`src/rtl/rs_syn_pkg.sv`:
```
package rs_syn_pkg;

    // Multiply two field elements of width w, reducing by poly (w+1 bits).
    function automatic logic [7:0] gf_mul(input logic [7:0] a, input logic [7:0] b,
                                          input int w, input logic [8:0] poly);
        logic [8:0] sh;
        logic [7:0] acc;
        sh  = {1'b0, a};
        acc = '0;
        for (int i = 0; i < 8; i++) begin
            if (i < w) begin
                if (b[i]) acc = acc ^ sh[7:0];
                sh = sh << 1;
                if (sh[w]) sh = sh ^ poly;
            end
        end
        return acc;
    endfunction

    // Raise base to the power e.
    function automatic logic [7:0] gf_pow(input logic [7:0] base, input int e,
                                          input int w, input logic [8:0] poly);
        logic [7:0] r;
        r = 8'd1;
        for (int i = 0; i < e; i++) r = gf_mul(r, base, w, poly);
        return r;
    endfunction

endpackage

```
`src/rtl/gf_const_mul.sv`:
```
module gf_const_mul #(
    parameter int          W    = 4,
    parameter logic [8:0]  POLY = 9'h013,
    parameter logic [7:0]  ROOT = 8'd2
) (
    input  logic [W-1:0] din,
    output logic [W-1:0] dout
);
    import rs_syn_pkg::*;

    localparam int ENTRIES = 2 ** W;

    function automatic logic [ENTRIES*W-1:0] build_table();
        logic [ENTRIES*W-1:0] t;
        logic [7:0]           p;
        t = '0;
        for (int v = 0; v < ENTRIES; v++) begin
            p = gf_mul(8'(v), ROOT, W, POLY);
            t[v*W +: W] = p[W-1:0];
        end
        return t;
    endfunction

    localparam logic [ENTRIES*W-1:0] TABLE = build_table();

    assign dout = TABLE[din*W +: W];
endmodule

```
`src/rtl/syn_cell.sv`:
```
module syn_cell #(
    parameter int          W    = 4,
    parameter logic [8:0]  POLY = 9'h013,
    parameter logic [7:0]  ROOT = 8'd1
) (
    input  logic         clk,
    input  logic         rst_n,
    input  logic         en,
    input  logic         clr,
    input  logic [W-1:0] din,
    output logic [W-1:0] acc_next
);
    typedef struct packed {
        logic [W-1:0] acc;
    } cell_t;

    cell_t        st_d, st_q;
    logic [W-1:0] scaled;

    generate
        if (ROOT == 8'd1) begin : g_plain
            assign scaled = st_q.acc;
        end else begin : g_table
            gf_const_mul #(.W(W), .POLY(POLY), .ROOT(ROOT)) mul_i (
                .din  (st_q.acc),
                .dout (scaled)
            );
        end
    endgenerate

    always_comb begin
        st_d = st_q;
        if (en) begin
            if (clr) st_d.acc = din;
            else     st_d.acc = scaled ^ din;
        end
    end

    always_ff @(posedge clk) begin
        if (!rst_n) st_q <= '0;
        else        st_q <= st_d;
    end

    assign acc_next = st_d.acc;

    // a start-of-block symbol becomes the accumulator contents.
    p_clear_loads_r6: assert property (@(posedge clk) disable iff (!rst_n)
        (en && clr) |=> (st_q.acc == $past(din)));

    // without an accepted symbol the accumulator holds.
    p_idle_holds_r5: assert property (@(posedge clk) disable iff (!rst_n)
        !en |=> $stable(st_q.acc));
endmodule

```
`src/rtl/syn_ctrl.sv`:
```
module syn_ctrl #(
    parameter int N_SYM = 15
) (
    input  logic clk,
    input  logic rst_n,
    input  logic sym_valid,
    input  logic sym_sob,
    output logic accept,
    output logic clr,
    output logic last
);
    localparam int CNT_W = $clog2(N_SYM + 1);
    localparam logic [CNT_W-1:0] LAST_CNT = CNT_W'(N_SYM);

    typedef struct packed {
        logic             open;
        logic [CNT_W-1:0] cnt;
    } ctrl_t;

    ctrl_t            st_d, st_q;
    logic [CNT_W-1:0] cnt_inc;

    always_comb begin
        st_d    = st_q;
        accept  = sym_valid && (sym_sob || st_q.open);
        clr     = sym_valid && sym_sob;
        cnt_inc = clr ? CNT_W'(1) : st_q.cnt + CNT_W'(1);
        last    = accept && (cnt_inc == LAST_CNT);
        if (accept) begin
            st_d.cnt  = last ? '0 : cnt_inc;
            st_d.open = !last;
        end
    end

    always_ff @(posedge clk) begin
        if (!rst_n) st_q <= '0;
        else        st_q <= st_d;
    end

    p_cnt_range_r5: assert property (@(posedge clk) disable iff (!rst_n)
        st_q.cnt < LAST_CNT);

    p_sob_restart_r6: assert property (@(posedge clk) disable iff (!rst_n)
        (sym_valid && sym_sob && N_SYM > 1) |=> (st_q.open && st_q.cnt == CNT_W'(1)));

    p_closed_ignores_r7: assert property (@(posedge clk) disable iff (!rst_n)
        (!st_q.open && sym_valid && !sym_sob) |-> !accept);
endmodule

```
`src/rtl/rs_syndrome_calc.sv`:
```
module rs_syndrome_calc #(
    parameter int         SYM_W  = 4,
    parameter int         N_SYM  = 15,
    parameter int         N_ROOT = 4,
    parameter logic [8:0] POLY   = 9'h013
) (
    input  logic                     clk,
    input  logic                     rst_n,
    input  logic                     sym_valid,
    input  logic                     sym_sob,
    input  logic [SYM_W-1:0]         sym_data,
    output logic                     syn_valid,
    output logic [N_ROOT*SYM_W-1:0]  syn_out,
    output logic                     no_err
);
    import rs_syn_pkg::*;

    localparam int SYN_W = N_ROOT * SYM_W;

    typedef struct packed {
        logic [SYN_W-1:0] syn;
        logic             vld;
        logic             zero;
    } out_t;

    out_t             st_d, st_q;
    logic             accept, clr, last;
    logic [SYN_W-1:0] acc_all;

    syn_ctrl #(.N_SYM(N_SYM)) ctrl_i (
        .clk       (clk),
        .rst_n     (rst_n),
        .sym_valid (sym_valid),
        .sym_sob   (sym_sob),
        .accept    (accept),
        .clr       (clr),
        .last      (last)
    );

    generate
        for (genvar j = 0; j < N_ROOT; j++) begin : g_root
            localparam logic [7:0] ROOT_J = gf_pow(8'd2, j, SYM_W, POLY);
            syn_cell #(.W(SYM_W), .POLY(POLY), .ROOT(ROOT_J)) cell_i (
                .clk      (clk),
                .rst_n    (rst_n),
                .en       (accept),
                .clr      (clr),
                .din      (sym_data),
                .acc_next (acc_all[j*SYM_W +: SYM_W])
            );
        end
    endgenerate

    always_comb begin
        st_d     = st_q;
        st_d.vld = last;
        if (last) begin
            st_d.syn  = acc_all;
            st_d.zero = ~|acc_all;
        end
    end

    always_ff @(posedge clk) begin
        if (!rst_n) st_q <= '0;
        else        st_q <= st_d;
    end

    assign syn_valid = st_q.vld;
    assign syn_out   = st_q.syn;
    assign no_err    = st_q.zero;

    p_pulse_single_r3: assert property (@(posedge clk) disable iff (!rst_n)
        (syn_valid && N_SYM > 1) |=> !syn_valid);

    p_last_pulse_r3: assert property (@(posedge clk) disable iff (!rst_n)
        last |=> syn_valid);

    p_noerr_match_r4: assert property (@(posedge clk) disable iff (!rst_n)
        syn_valid |-> (no_err == (syn_out == '0)));

    p_hold_r9: assert property (@(posedge clk) disable iff (!rst_n)
        !syn_valid |-> ($stable(syn_out) && $stable(no_err)));
endmodule

```
`config.mk`:
```
export PLATFORM = sky130hd
export DESIGN_NAME = rs_syndrome_calc
export DESIGN_NICKNAME = d
export VERILOG_FILES = /design/src/rtl/rs_syn_pkg.sv /design/src/rtl/gf_const_mul.sv /design/src/rtl/syn_cell.sv /design/src/rtl/syn_ctrl.sv /design/src/rtl/rs_syndrome_calc.sv
export SDC_FILE = /design/constraint.sdc
export NUM_CORES = 1
export LEC_CHECK = 0
export BUFFER_PORTS_ARGS = -buffer_cell sky130_fd_sc_hd__clkbuf_2
export CAP_MARGIN = 20
export CORE_MARGIN = 5
export CORE_UTILIZATION = 33
export CTS_CLUSTER_SIZE = 20
export DETAILED_ROUTE_END_ITERATION = 12
export PLACE_DENSITY_LB_ADDON = 0.25
export SLEW_MARGIN = 10
export SYNTH_ARGS = -nofsm -noshare
export SYNTH_HDL_FRONTEND = slang
export SYNTH_SLANG_ARGS = --single-unit
```
`constraint.sdc`:
```
create_clock -name clk -period 2.6 [get_ports clk]
set_input_delay 0.52 -clock clk [delete_from_list [all_inputs] [get_ports clk]]
set_output_delay 0.52 -clock clk [all_outputs]
set_load 0.005 [all_outputs]
```
## Word-level counts from Yosys, hierarchy flattened

Cells that the tools add are included.
W data, S select, Z words.

| cells by class | value |
|---|---|
| multiplexer cells | 10 |
| reduce and logical (&&, ||, !) cells | 7 |
| multiply operators | 0 |
| magnitude comparators | 0 |
| bitwise gates (word level) | 4 |
| div/mod/pow operators | 0 |
| shift operators | 3 |
| add/sub/neg operators | 1 |
| equal/unequal tests | 1 |

Operators by type and width:

| kind | count |
|---|---|
| $shiftx A64 B7 Y4 const A | 3 |
| $mux W4 | 10 |
| $reduce_or A16 Y1 | 1 |
| $xor A4 B4 Y4 | 4 |
| $add A4 B1 Y4 const B | 1 |
| $eq A4 B4 Y1 const B | 1 |
| $logic_and A1 B1 Y1 | 3 |
| $logic_not A1 Y1 | 2 |
| $logic_or A1 B1 Y1 | 1 |

| storage, ports and cells | value |
|---|---|
| memory bits (read-only) | 0 |
| memories | 0 |
| latch bits | 0 |
| memory bits (writable) | 0 |
| logic and storage cells | 35 |
| output and inout port bits | 18 |
| input port bits | 8 |
| flip-flop bits (word level) | 39 |

## Longest topological paths before layout

Gate-level depths: netlist of the first run.

| depth | value |
|---|---|
| word-level depth | 6 |
| depth in mapped cells | 8 |
| depth with buffers taken out | 7 |

## Cells and area by module

A second synthesis of the first run with hierarchy kept.

| second synthesis, totals | value |
|---|---|
| cells, all modules | 241 |
| area, all modules | 2242.2 um2 |

By module, submodules not included:

| module | instances | area each (um2) | cells each | seq. area each (um2) |
|---|---|---|---|---|
| syn_cell at g_root[1].cell_i ... | 3 | 291.5 | 33 | 80.1 |
| rs_syndrome_calc | 1 | 709.4 | 62 | 360.3 |
| syn_ctrl | 1 | 315.3 | 37 | 100.1 |
| syn_cell at g_root[0].cell_i | 1 | 245.2 | 31 | 80.1 |
| gf_const_mul at g_root[3].cell_i.g_table.mul_i | 1 | 33.8 | 4 | 0.0 |
| gf_const_mul at g_root[2].cell_i.g_table.mul_i | 1 | 32.5 | 4 | 0.0 |
| gf_const_mul at g_root[1].cell_i.g_table.mul_i | 1 | 31.3 | 4 | 0.0 |

## Least setup slack after synthesis of the first run

OpenSTA, ideal clock, no wires.

| timing | value |
|---|---|
| path type | flip-flop to flip-flop |
| from | reg ctrl_i.st_q[0] in the netlist's numbering |
| to | reg st_q, in the netlist no_err |
| data arrival time | 1.607 ns |
| setup slack | 0.924 ns |
| data required time | 2.531 ns |
| library setup time | 0.069 ns |
| buffers on the path | 0 |
| cell stages (with the launch flop) | 8 |
| cell sequence | dfxtp_1 -> ha_1 -> xor2_1 -> nor4b_4 -> and2_2 -> nor4b_2 -> nand4_1 -> o21ai_1 |

| on the way | value |
|---|---|
| longest elaborated chain between the ends | 4 |

RTL lines:

| element | RTL line | text |
|---|---|---|
| from (decl) | syn_ctrl.sv:20 | `ctrl_t st_d, st_q;` |
| from (signal assigned) | syn_ctrl.sv:37 | `else st_q <= st_d;` |
| $add A4 B1 Y4 | syn_ctrl.sv:27 | `cnt_inc = clr ? CNT_W'(1) : st_q.cnt + CNT_W'(1);` |
| $mux W4 | syn_ctrl.sv:27 |  |
| $eq A4 B4 Y1 | syn_ctrl.sv:28 | `last = accept && (cnt_inc == LAST_CNT);` |
| $logic_and A1 B1 Y1 | syn_ctrl.sv:28 |  |
| to (signal assigned) | rs_syndrome_calc.sv:65 | `else st_q <= st_d;` |
| to (decl) | rs_syndrome_calc.sv:26 | `out_t st_d, st_q;` |

Every way passes these cells.
A chain may end at the register's enable or synchronous reset.

## Worst setup path in the final report of the first run

| timing | value |
|---|---|
| from | reg ctrl_i.st_q[4] in the netlist's numbering |
| to | reg st_q, in the netlist syn_out[14] |

| on the way | value |
|---|---|
| longest elaborated chain between the ends | 3 |

RTL lines:

| element | RTL line | text |
|---|---|---|
| $logic_or A1 B1 Y1 * | syn_ctrl.sv:25 | `accept = sym_valid && (sym_sob \|\| st_q.open);` |
| $logic_and A1 B1 Y1 * | syn_ctrl.sv:25 |  |
| $mux W4 / $logic_and A1 B1 Y1 (equally long branches) | syn_cell.sv:33, syn_ctrl.sv:28 |  |

Mark *: on every way between the ends. The rest lies on a longest branch, timed or not.

==> flow_summary.toml, run 1 <==
[pwr]
p_sw_mw = 0.3504
p_int_mw = 0.9309
vdd_ir_drop_max_uv = 296.5
p_clk_share_pct = 35.9
p_per_area_nw_per_um2 = 551.5
pwr-share-comb_pct = 13.9
pwr-share-seq_pct = 50.1
swShare_pct = 27.35
p_leak_nw = 0.8548

[floorplanning]
io_pins = 26
core_area_um2 = 6241
fp-row-count = 29
die_area_um2 = 8010
initial_core_util_pct = 33.42
die_w_um = 89.50
fp.dieH_um = 89.50

[synthesis]
synth_edf_count = 0
ys_async_sr_fraction_pct = 0
yosysWarnings = 0
avgSynthCellArea_um2 = 8.343
syn_nets = 259
syn_inst = 250
synth-seq-cells = 39
synth_area_um2 = 2086
ys_types = 54
synth_flop_cell = "dfxtp_1"
ys_seq_area_share_pct = 37.43

[route]
routedWlPerCell_um = 15.14
wirelength_um = 5268
drc = 0
via_count = 1836
viasPerCell = 5.276
drt_iter0_drc = 120
drtAntennaViolNets = 0
firstDrtPassIters = 7

[sta]
slew_headroom_pct = 55.72
clock_skew_ns = 0.007324
period_share_pct = 83.05
hold_violations = 0
worst_pin_slew_ns = 0.6635
slew_violations = 0
fmax_mhz = 463.1
rsz0062_at_grt = "false"
setup_violations = 0
finalSetupTns_ns = 0
post-route-min-period_ns = 2.159

[min_path]
whs_endpoint = "syn_out[14]"
hold_path_class = "register to register"
hp-start = "syn_out[14]"
hold_path_depth = 2

[clocking]
cts_tree = "built"
h-tree-depth = 2
numCtsBuffers = 5
hold_buffers = 0
clock_sinks = 39
cts_resized = 0
clock_latency_ns = 0.29
post-cts-setup-buffers = 0
cts.clk_slew.worst_paths_ns = 0.07
cts.path.max_buffers = 2
clock-root-buffer = "clkbuf_8"

[global_route]
grt_pass1_vias = 1697
use_met2_pct = 21.84
met1_usage_pct = 19.98
grt_max_degree = 22
busiest_layer = "met2"
antenna_found_initial = 0
grt_pass1_wl_um = 8873
grtUsageMet3_pct = 3.134
globalRouteOverflowTotal = 0
globalRouteTotalUtil_pct = 14.27

[setup_path]
r2r_end = "syn_out[14]"
crit_fanout = 15
critPathKind = "register to register"
r2r_slack_ns = 0.44
cp-start-kind = "register"
cp_cell_sequence = "and2_1, and3_1, buf_4, nand3_1, a21oi_1"
crit_family = "simple AND/OR/NAND/NOR gates"
cp.required_ns = 2.81
critPathArrivalTime_ns = 2.37
worst_path_max_delay_cell = "dfxtp_1"
worstRegToRegCells = 5
slowest_delay_ns = 0.67
reg2reg_from = "ctrl_i.st_q[4]"
crit_path_end_kind = "register"
critical_path_buf_inv_count = 1

[cells_and_area]
final_nets = 279
n_antenna_cell = 0
post-route-util_pct = 37.23
drive_gt1_share_pct = 20.30
final_cell_mix = "nand2_1 (39), dfxtp_1 (39), a21oi_1 (30), clkbuf_2 (25), and2_1 (16)"
areaGrowthSynthToFinish_pct = 11.40
n_fill_cell = 653

[place]
gp_congestion = 0.8561
dpl.hpwl_um = 3805
io_buffers = 25

[status]
outcome = "completed"

[run]
maxCapViolCount = 0
[flip-flops by register name (all words and copies together) (netlist names)]
signal                flops
g_root.cell_i.scaled      4
ctrl_i.st_q               5
g_root.cell_i.st_q       12
syn_out                  16
syn_valid                 1
no_err                    1
[final cells by class]
cell class / instances / area (µm²) / area share (%)
Clock buffer: 7 / 96.34 / 4.146
Sequential cell: 39 / 780.7 / 33.60
Tap cell: 77 / 96.34 / 4.146
Multi-Input combinational cell: 189 / 1157 / 49.81
Clock inverter: 1 / 7.507 / 0.3231
Timing Repair Buffer: 31 / 170.2 / 7.324
Inverter: 4 / 15.01 / 0.6462
[how the worst max path moves through the flow]
stage                   startpoint          end  slack (ns)  cells after the start
floorplan           ctrl_i.st_q[0]       no_err        0.92                      7
global placement         sym_valid  syn_out[14]        0.38                      6
detailed placement       sym_valid  syn_out[14]        0.36                      6
CTS                 ctrl_i.st_q[4]  syn_out[14]        0.44                      5
global route        ctrl_i.st_q[4]  syn_out[14]        0.28                      5
finish              ctrl_i.st_q[4]  syn_out[14]        0.44                      5
[cell families (layout without fill, tap and decap cells)]
| group | Yosys count | after routing | synth area share [%] |
|---|---|---|---|
| xor+xnor | 4 | 4 | 1.680 |
| flops | 39 | 39 | 37.43 |
| compound gates | 73 | 73 | 21.72 |
| buf+inv | 22 | 43 | 7.078 |
| simple gates | 111 | 111 | 31.49 |
| fa+ha+maj | 1 | 1 | 0.5998 |
[worst min-delay path: stages (launching register included)]
cell	delay (ns)
dfxtp_1	0.31
nand2_1	0.05
a21oi_1	0.05
[per-layer routing]
layer / up-vias / wire, µm
met2: 53 / 2382
li1: 922 / -
met1: 855 / 2608
met4: 0 / 75
met3: 6 / 202
met5: - / 0
[power groups by stage]
stage / Sequential [mW] / Clock (mW) / Combinational (mW)
floorplan: 0.645 / 0 / 0.148
global placement: 0.657 / 0 / 0.177
detailed placement: 0.656 / 0 / 0.177
CTS: 0.642 / 0.470 / 0.178
global route: 0.645 / 0.493 / 0.201
finish: 0.643 / 0.460 / 0.179
[cells in the mapped netlist, types with 3 or more instances]
cell type	instances	share of area, %
nand3_1	6	1.4
nor2b_1	6	1.8
clkbuf_1	3	0.54
buf_6	5	2.7
buf_4	6	2.2
buf_2	4	0.96
dfxtp_1	39	37
and3_1	3	0.90
o22ai_1	4	1.2
nor2_1	11	2.0
nor3_1	3	0.72
a311oi_1	4	1.7
inv_1	3	0.54
a211oi_1	5	1.8
a21oi_1	30	7.2
nand3b_1	3	1.1
and2_1	16	4.8
o21ai_0	13	3.1
nand2_1	39	7.0
[stage by stage]
step	hold WS [ns]	cells	instance area, µm²	worst slack, ns	power, mW
floorplan	0.4482	250	2086	0.9240	0.7931
global placement	0.4428	340	2220	0.3753	0.8339
detailed placement	0.4452	340	2220	0.3592	0.8334
CTS	0.4585	348	2323	0.4425	1.290
global route	0.4796	348	2323	0.2769	1.340
finish	0.4553	348	2323	0.4406	1.281
Power figures use the tool's default switching activity.
==> run 2: changes to the inputs <==
Clock period 2.6 ns to 1.75 ns, I/O delays scaled along.
==> run 2 against run 1 <==
Routed wire length is 4.8% higher. Cell count grew 9.5%. Critical path depth grew 2. Setup slack lost 0.36 ns. Global-route usage grew 0.69 points. Cell area increased by 13%. Critical path type unchanged. Critical endpoint is now no_err.
==> flow_summary.toml, run 2 (synthesis gave the netlist of run 1 again) <==
[status]
outcome = "completed"

[cells_and_area]
largest_reg_flops = 16
post-route-util_pct = 41.94
drive_gt1_share_pct = 31.58
final_area_um2 = 2618
n_fill_cell = 673
n_antenna_cell = 0
areaGrowthSynthToFinish_pct = 25.49
multiInputGateArea_um2 = 1200
final_cell_mix = "nand2_1 (39), buf_4 (39), dfxtp_1 (36), a21oi_1 (30), clkbuf_2 (24)"
stdcell_count = 381
final_nets = 312
seq_area_um2 = 784.5

[sta]
post-route-min-period_ns = 1.673
slew_violations = 0
fmax_mhz = 597.7
finalSetupTns_ns = 0
rsz0062_at_grt = "true"
setup_violations = 0
clock_skew_ns = 0.005892
fin_hold_ws_ns = 0.3771
hold_violations = 0
worst_pin_slew_ns = 0.6756
fin_ws_ns = 0.07695
period_share_pct = 95.60
slew_headroom_pct = 54.91

[setup_path]
critPathArrivalTime_ns = 1.86
crit_path_end_kind = "register"
cp_cell_sequence = "buf_4, and4bb_2, a211oi_1, a2bb2oi_2, nor2_1, nand4bb_1, o21ai_1"
slowest_delay_ns = 0.36
worst_path_max_delay_cell = "dfxtp_2"
crit_family = "compound AO/OA/AOI/OAI gates"
critical_path_buf_inv_count = 1
critPathKind = "register to register"
cp.required_ns = 1.94
cp-start-kind = "register"
cp.depth = 7
worstRegToRegCells = 7
crit_fanout = 12

[route]
firstDrtPassIters = 4
wirelength_um = 5522
routedWlPerCell_um = 14.49
viasPerCell = 5.055
via_count = 1926
drt_iter0_drc = 104
drtAntennaViolNets = 0
drc = 0

[global_route]
grt_pass1_wl_um = 9211
met1_usage_pct = 20.36
busiest_layer = "met2"
globalRouteTotalUtil_pct = 14.96
grt_pass1_vias = 1805
antenna_found_initial = 0
grt_max_degree = 22
use_met2_pct = 22.84
grtUsageMet3_pct = 2.857
globalRouteOverflowTotal = 0

[floorplanning]
fp.dieH_um = 89.50
initial_core_util_pct = 33.42
die_w_um = 89.50
io_pins = 26
core_area_um2 = 6241
die_area_um2 = 8010
fp-row-count = 29

[pwr]
vdd_ir_drop_max_uv = 466.4
p_per_area_nw_per_um2 = 756.6
p_clk_share_pct = 34.5
p_leak_nw = 1.020
swShare_pct = 27.26
pwr-share-comb_pct = 17.6
total_power_mw = 1.980
p_sw_mw = 0.5399
p_int_mw = 1.440
pwr-share-seq_pct = 47.9

[clocking]
cts.clk_slew.worst_paths_ns = 0.08
cts_tree = "built"
clock_sinks = 39
h-tree-depth = 2
cts.path.max_buffers = 2
numCtsBuffers = 5
clock_latency_ns = 0.29
clock-root-buffer = "clkbuf_8"
hold_buffers = 0

[place]
place_area_um2 = 2460
dpl.hpwl_um = 4136
place_inst = 372
io_buffers = 25
pre_cts_slack_ns = -0.3012
gp_congestion = 0.8975

[run]
maxCapViolCount = 0

[min_path]
hold_path_class = "input port to register"
hold_path_depth = 2
run 2: changes by cell type in the layout (fill, tap and decap cells not counted), sizes merged:
cell / change
clkbuf: -1
buf: +34
run 2: final timing paths:
| check | startpoint | to | slack, ns |
|---|---|---|---|
| setup reg to reg | ctrl_i.st_q[4] | no_err | 0.08 |
| setup / recovery | ctrl_i.st_q[4] | no_err | 0.08 |
| hold reg to reg | syn_out[5] | syn_out[5] | 0.45 |
| hold / removal | rst_n | g_root[0].cell_i.scaled[3] | 0.38 |
run 2: cell type report:
class	count	area share, %
Tap cell	77	3.681
Clock inverter	1	0.2868
Sequential cell	39	29.97
Multi-Input combinational cell	189	45.84
Clock buffer	7	3.681
Inverter	4	0.5736
Timing Repair Buffer	64	15.97
run 2: power groups by stage:
stage / clock network (mW) / registers (mW) / logic, mW
after floorplan: 0 / 0.959 / 0.220
after global placement: 0 / 0.966 / 0.335
after detailed placement: 0 / 0.966 / 0.337
after CTS: 0.706 / 0.945 / 0.342
after global routing: 0.747 / 0.953 / 0.384
final: 0.684 / 0.948 / 0.348
run 2: metal layers:
metal	share of wire (%)	vias to the layer above
li1	-	986
met1	47	891
met2	47	34
met3	3.0	15
met4	3.0	0
met5	0	-
run 2: what timing repair did:
action | 4_1_cts | 5_1_grt
setup endpoints to repair | 1 | 14
hold endpoints to repair | 0 | 0
buffers inserted | 1 | 0
gates resized for setup | 3 | 8
==> run 3: changes to the inputs <==
Clock period 1.75 ns to 1.8 ns, I/O delays scaled along.
==> run 3 against run 2 <==
Global-route usage increased by 0.53 points. Clock-buffer cell count did not move. Routed wire length decreased by 0.71%. Critical path type unchanged. Largest cell class unchanged.
==> flow_summary.toml, run 3 (synthesis gave the netlist of run 1 again) <==
[cells_and_area]
areaGrowthSynthToFinish_pct = 24.48
n_antenna_cell = 0
final_area_um2 = 2596
multiInputGateArea_um2 = 1175
final_common_cell = "buf_4"
drive_gt1_share_pct = 30.72
seq_area_um2 = 783.3
stdcell_count = 383
n_fill_cell = 659
final_cell_mix = "buf_4 (40), nand2_1 (39), dfxtp_1 (37), a21oi_1 (30), clkbuf_2 (25)"
post-route-util_pct = 41.60
largest_reg_flops = 16
final_nets = 314

[clocking]
h-tree-depth = 2
cts.clk_slew.worst_paths_ns = 0.08
numCtsBuffers = 5
clock_sinks = 39
cts_tree = "built"
clock_latency_ns = 0.29
cts.path.max_buffers = 2
clock-root-buffer = "clkbuf_8"

[global_route]
grt_pass1_vias = 1908
globalRouteTotalUtil_pct = 15.49
grt_pass1_wl_um = 9425
grt_max_degree = 24
globalRouteOverflowTotal = 0
antenna_found_initial = 0

[setup_path]
cp.required_ns = 2.04
critPathArrivalTime_ns = 1.88
crit_family = "simple AND/OR/NAND/NOR gates"
crit_fanout = 3
cp_cell_sequence = "ha_2, xor2_2, nor4b_4, and2_2, nor4b_2, nand4_1, o21ai_1"
crit_path_end_kind = "register"
slowest_delay_ns = 0.35
cp-start-kind = "register"
critical_path_buf_inv_count = 0
worst_path_max_delay_cell = "dfxtp_1"
critPathKind = "register to register"

[route]
firstDrtPassIters = 5
routedWlPerCell_um = 14.32
drtAntennaViolNets = 0
drc = 0
via_count = 1952
drt_iter0_drc = 111
viasPerCell = 5.097
wirelength_um = 5483

[floorplanning]
fp.dieH_um = 89.50
die_area_um2 = 8010
initial_core_util_pct = 33.42
io_pins = 26
core_area_um2 = 6241
die_w_um = 89.50
fp-row-count = 29

[sta]
hold_violations = 0
setup_violations = 0
fmax_mhz = 607.3
fin_ws_ns = 0.1533
slew_headroom_pct = 72.14
period_share_pct = 91.49
finalSetupTns_ns = 0
rsz0062_at_grt = "false"
slew_violations = 0
worst_pin_slew_ns = 0.4151
fin_hold_ws_ns = 0.4538
clock_skew_ns = 0.01215
post-route-min-period_ns = 1.647

[place]
dpl.hpwl_um = 4164
gp_congestion = 0.8798
place_inst = 374
io_buffers = 25
place_area_um2 = 2487
pre_cts_slack_ns = -0.06024

[pwr]
p_per_area_nw_per_um2 = 710.8
vdd_ir_drop_max_uv = 595.9
total_power_mw = 1.845
p_leak_nw = 1.024

[min_path]
hold_path_class = "register to register"

[status]
outcome = "completed"

[run]
maxCapViolCount = 0
## run 3: cell count changes in the layout (fill, tap and decap cells not counted), sizes merged
cell | before | now
buf | 40 | 41
clkinv | 0 | 1
clkbuf | 31 | 32
clkinvlp | 1 | 0
## run 3: worst paths after layout
path             startpoint           to  slack, ns  cells past startpoint
max          ctrl_i.st_q[0]       no_err       0.15                      7
min             syn_out[14]  syn_out[14]       0.45                      2
max reg2reg  ctrl_i.st_q[0]       no_err       0.15                      7
min reg2reg     syn_out[14]  syn_out[14]       0.45                      2
## run 3: where the power goes
part	internal, mW	switching (mW)	total [mW]
sequential	0.892	0.0287	0.920
clock	0.272	0.311	0.583
combinational	0.164	0.177	0.342
## run 3: routing by layer
metal	vias up	global-route usage, %	share of wire (%)
met5	-	0	0
met4	0	7.713	3.2
met3	15	3.594	4.0
met2	50	23.58	45
met1	894	20.45	48
li1	993	-	-
## run 3: layout make-up
| type | count | share of cell area (%) |
|---|---|---|
| repair buffers | 66 | 17.16 |
| clock inverters | 1 | 0.1928 |
| multi-input cells | 189 | 45.25 |
| flip-flops and latches | 39 | 30.17 |
| clock buffers | 7 | 2.940 |
| well taps | 77 | 3.711 |
| inverters | 4 | 0.5783 |
## run 3: worst reg2reg max path: cells and delay by family (launching register included)
| kind | cells | cell delay (ns) |
|---|---|---|
| xor+xnor | 1 | 0.19 |
| compound gates | 1 | 0.12 |
| simple gates | 4 | 0.72 |
| fa+ha+maj | 1 | 0.22 |
| flops | 1 | 0.35 |
## run 3: timing repair
action / CTS / global route
gates resized for setup: 1 / 5
gates cloned: 0 / 0
hold endpoints to repair: 0 / 0
buffers inserted: 0 / 1
endpoints found under the setup margin: 1 / 7
hold buffers: 0 / 0
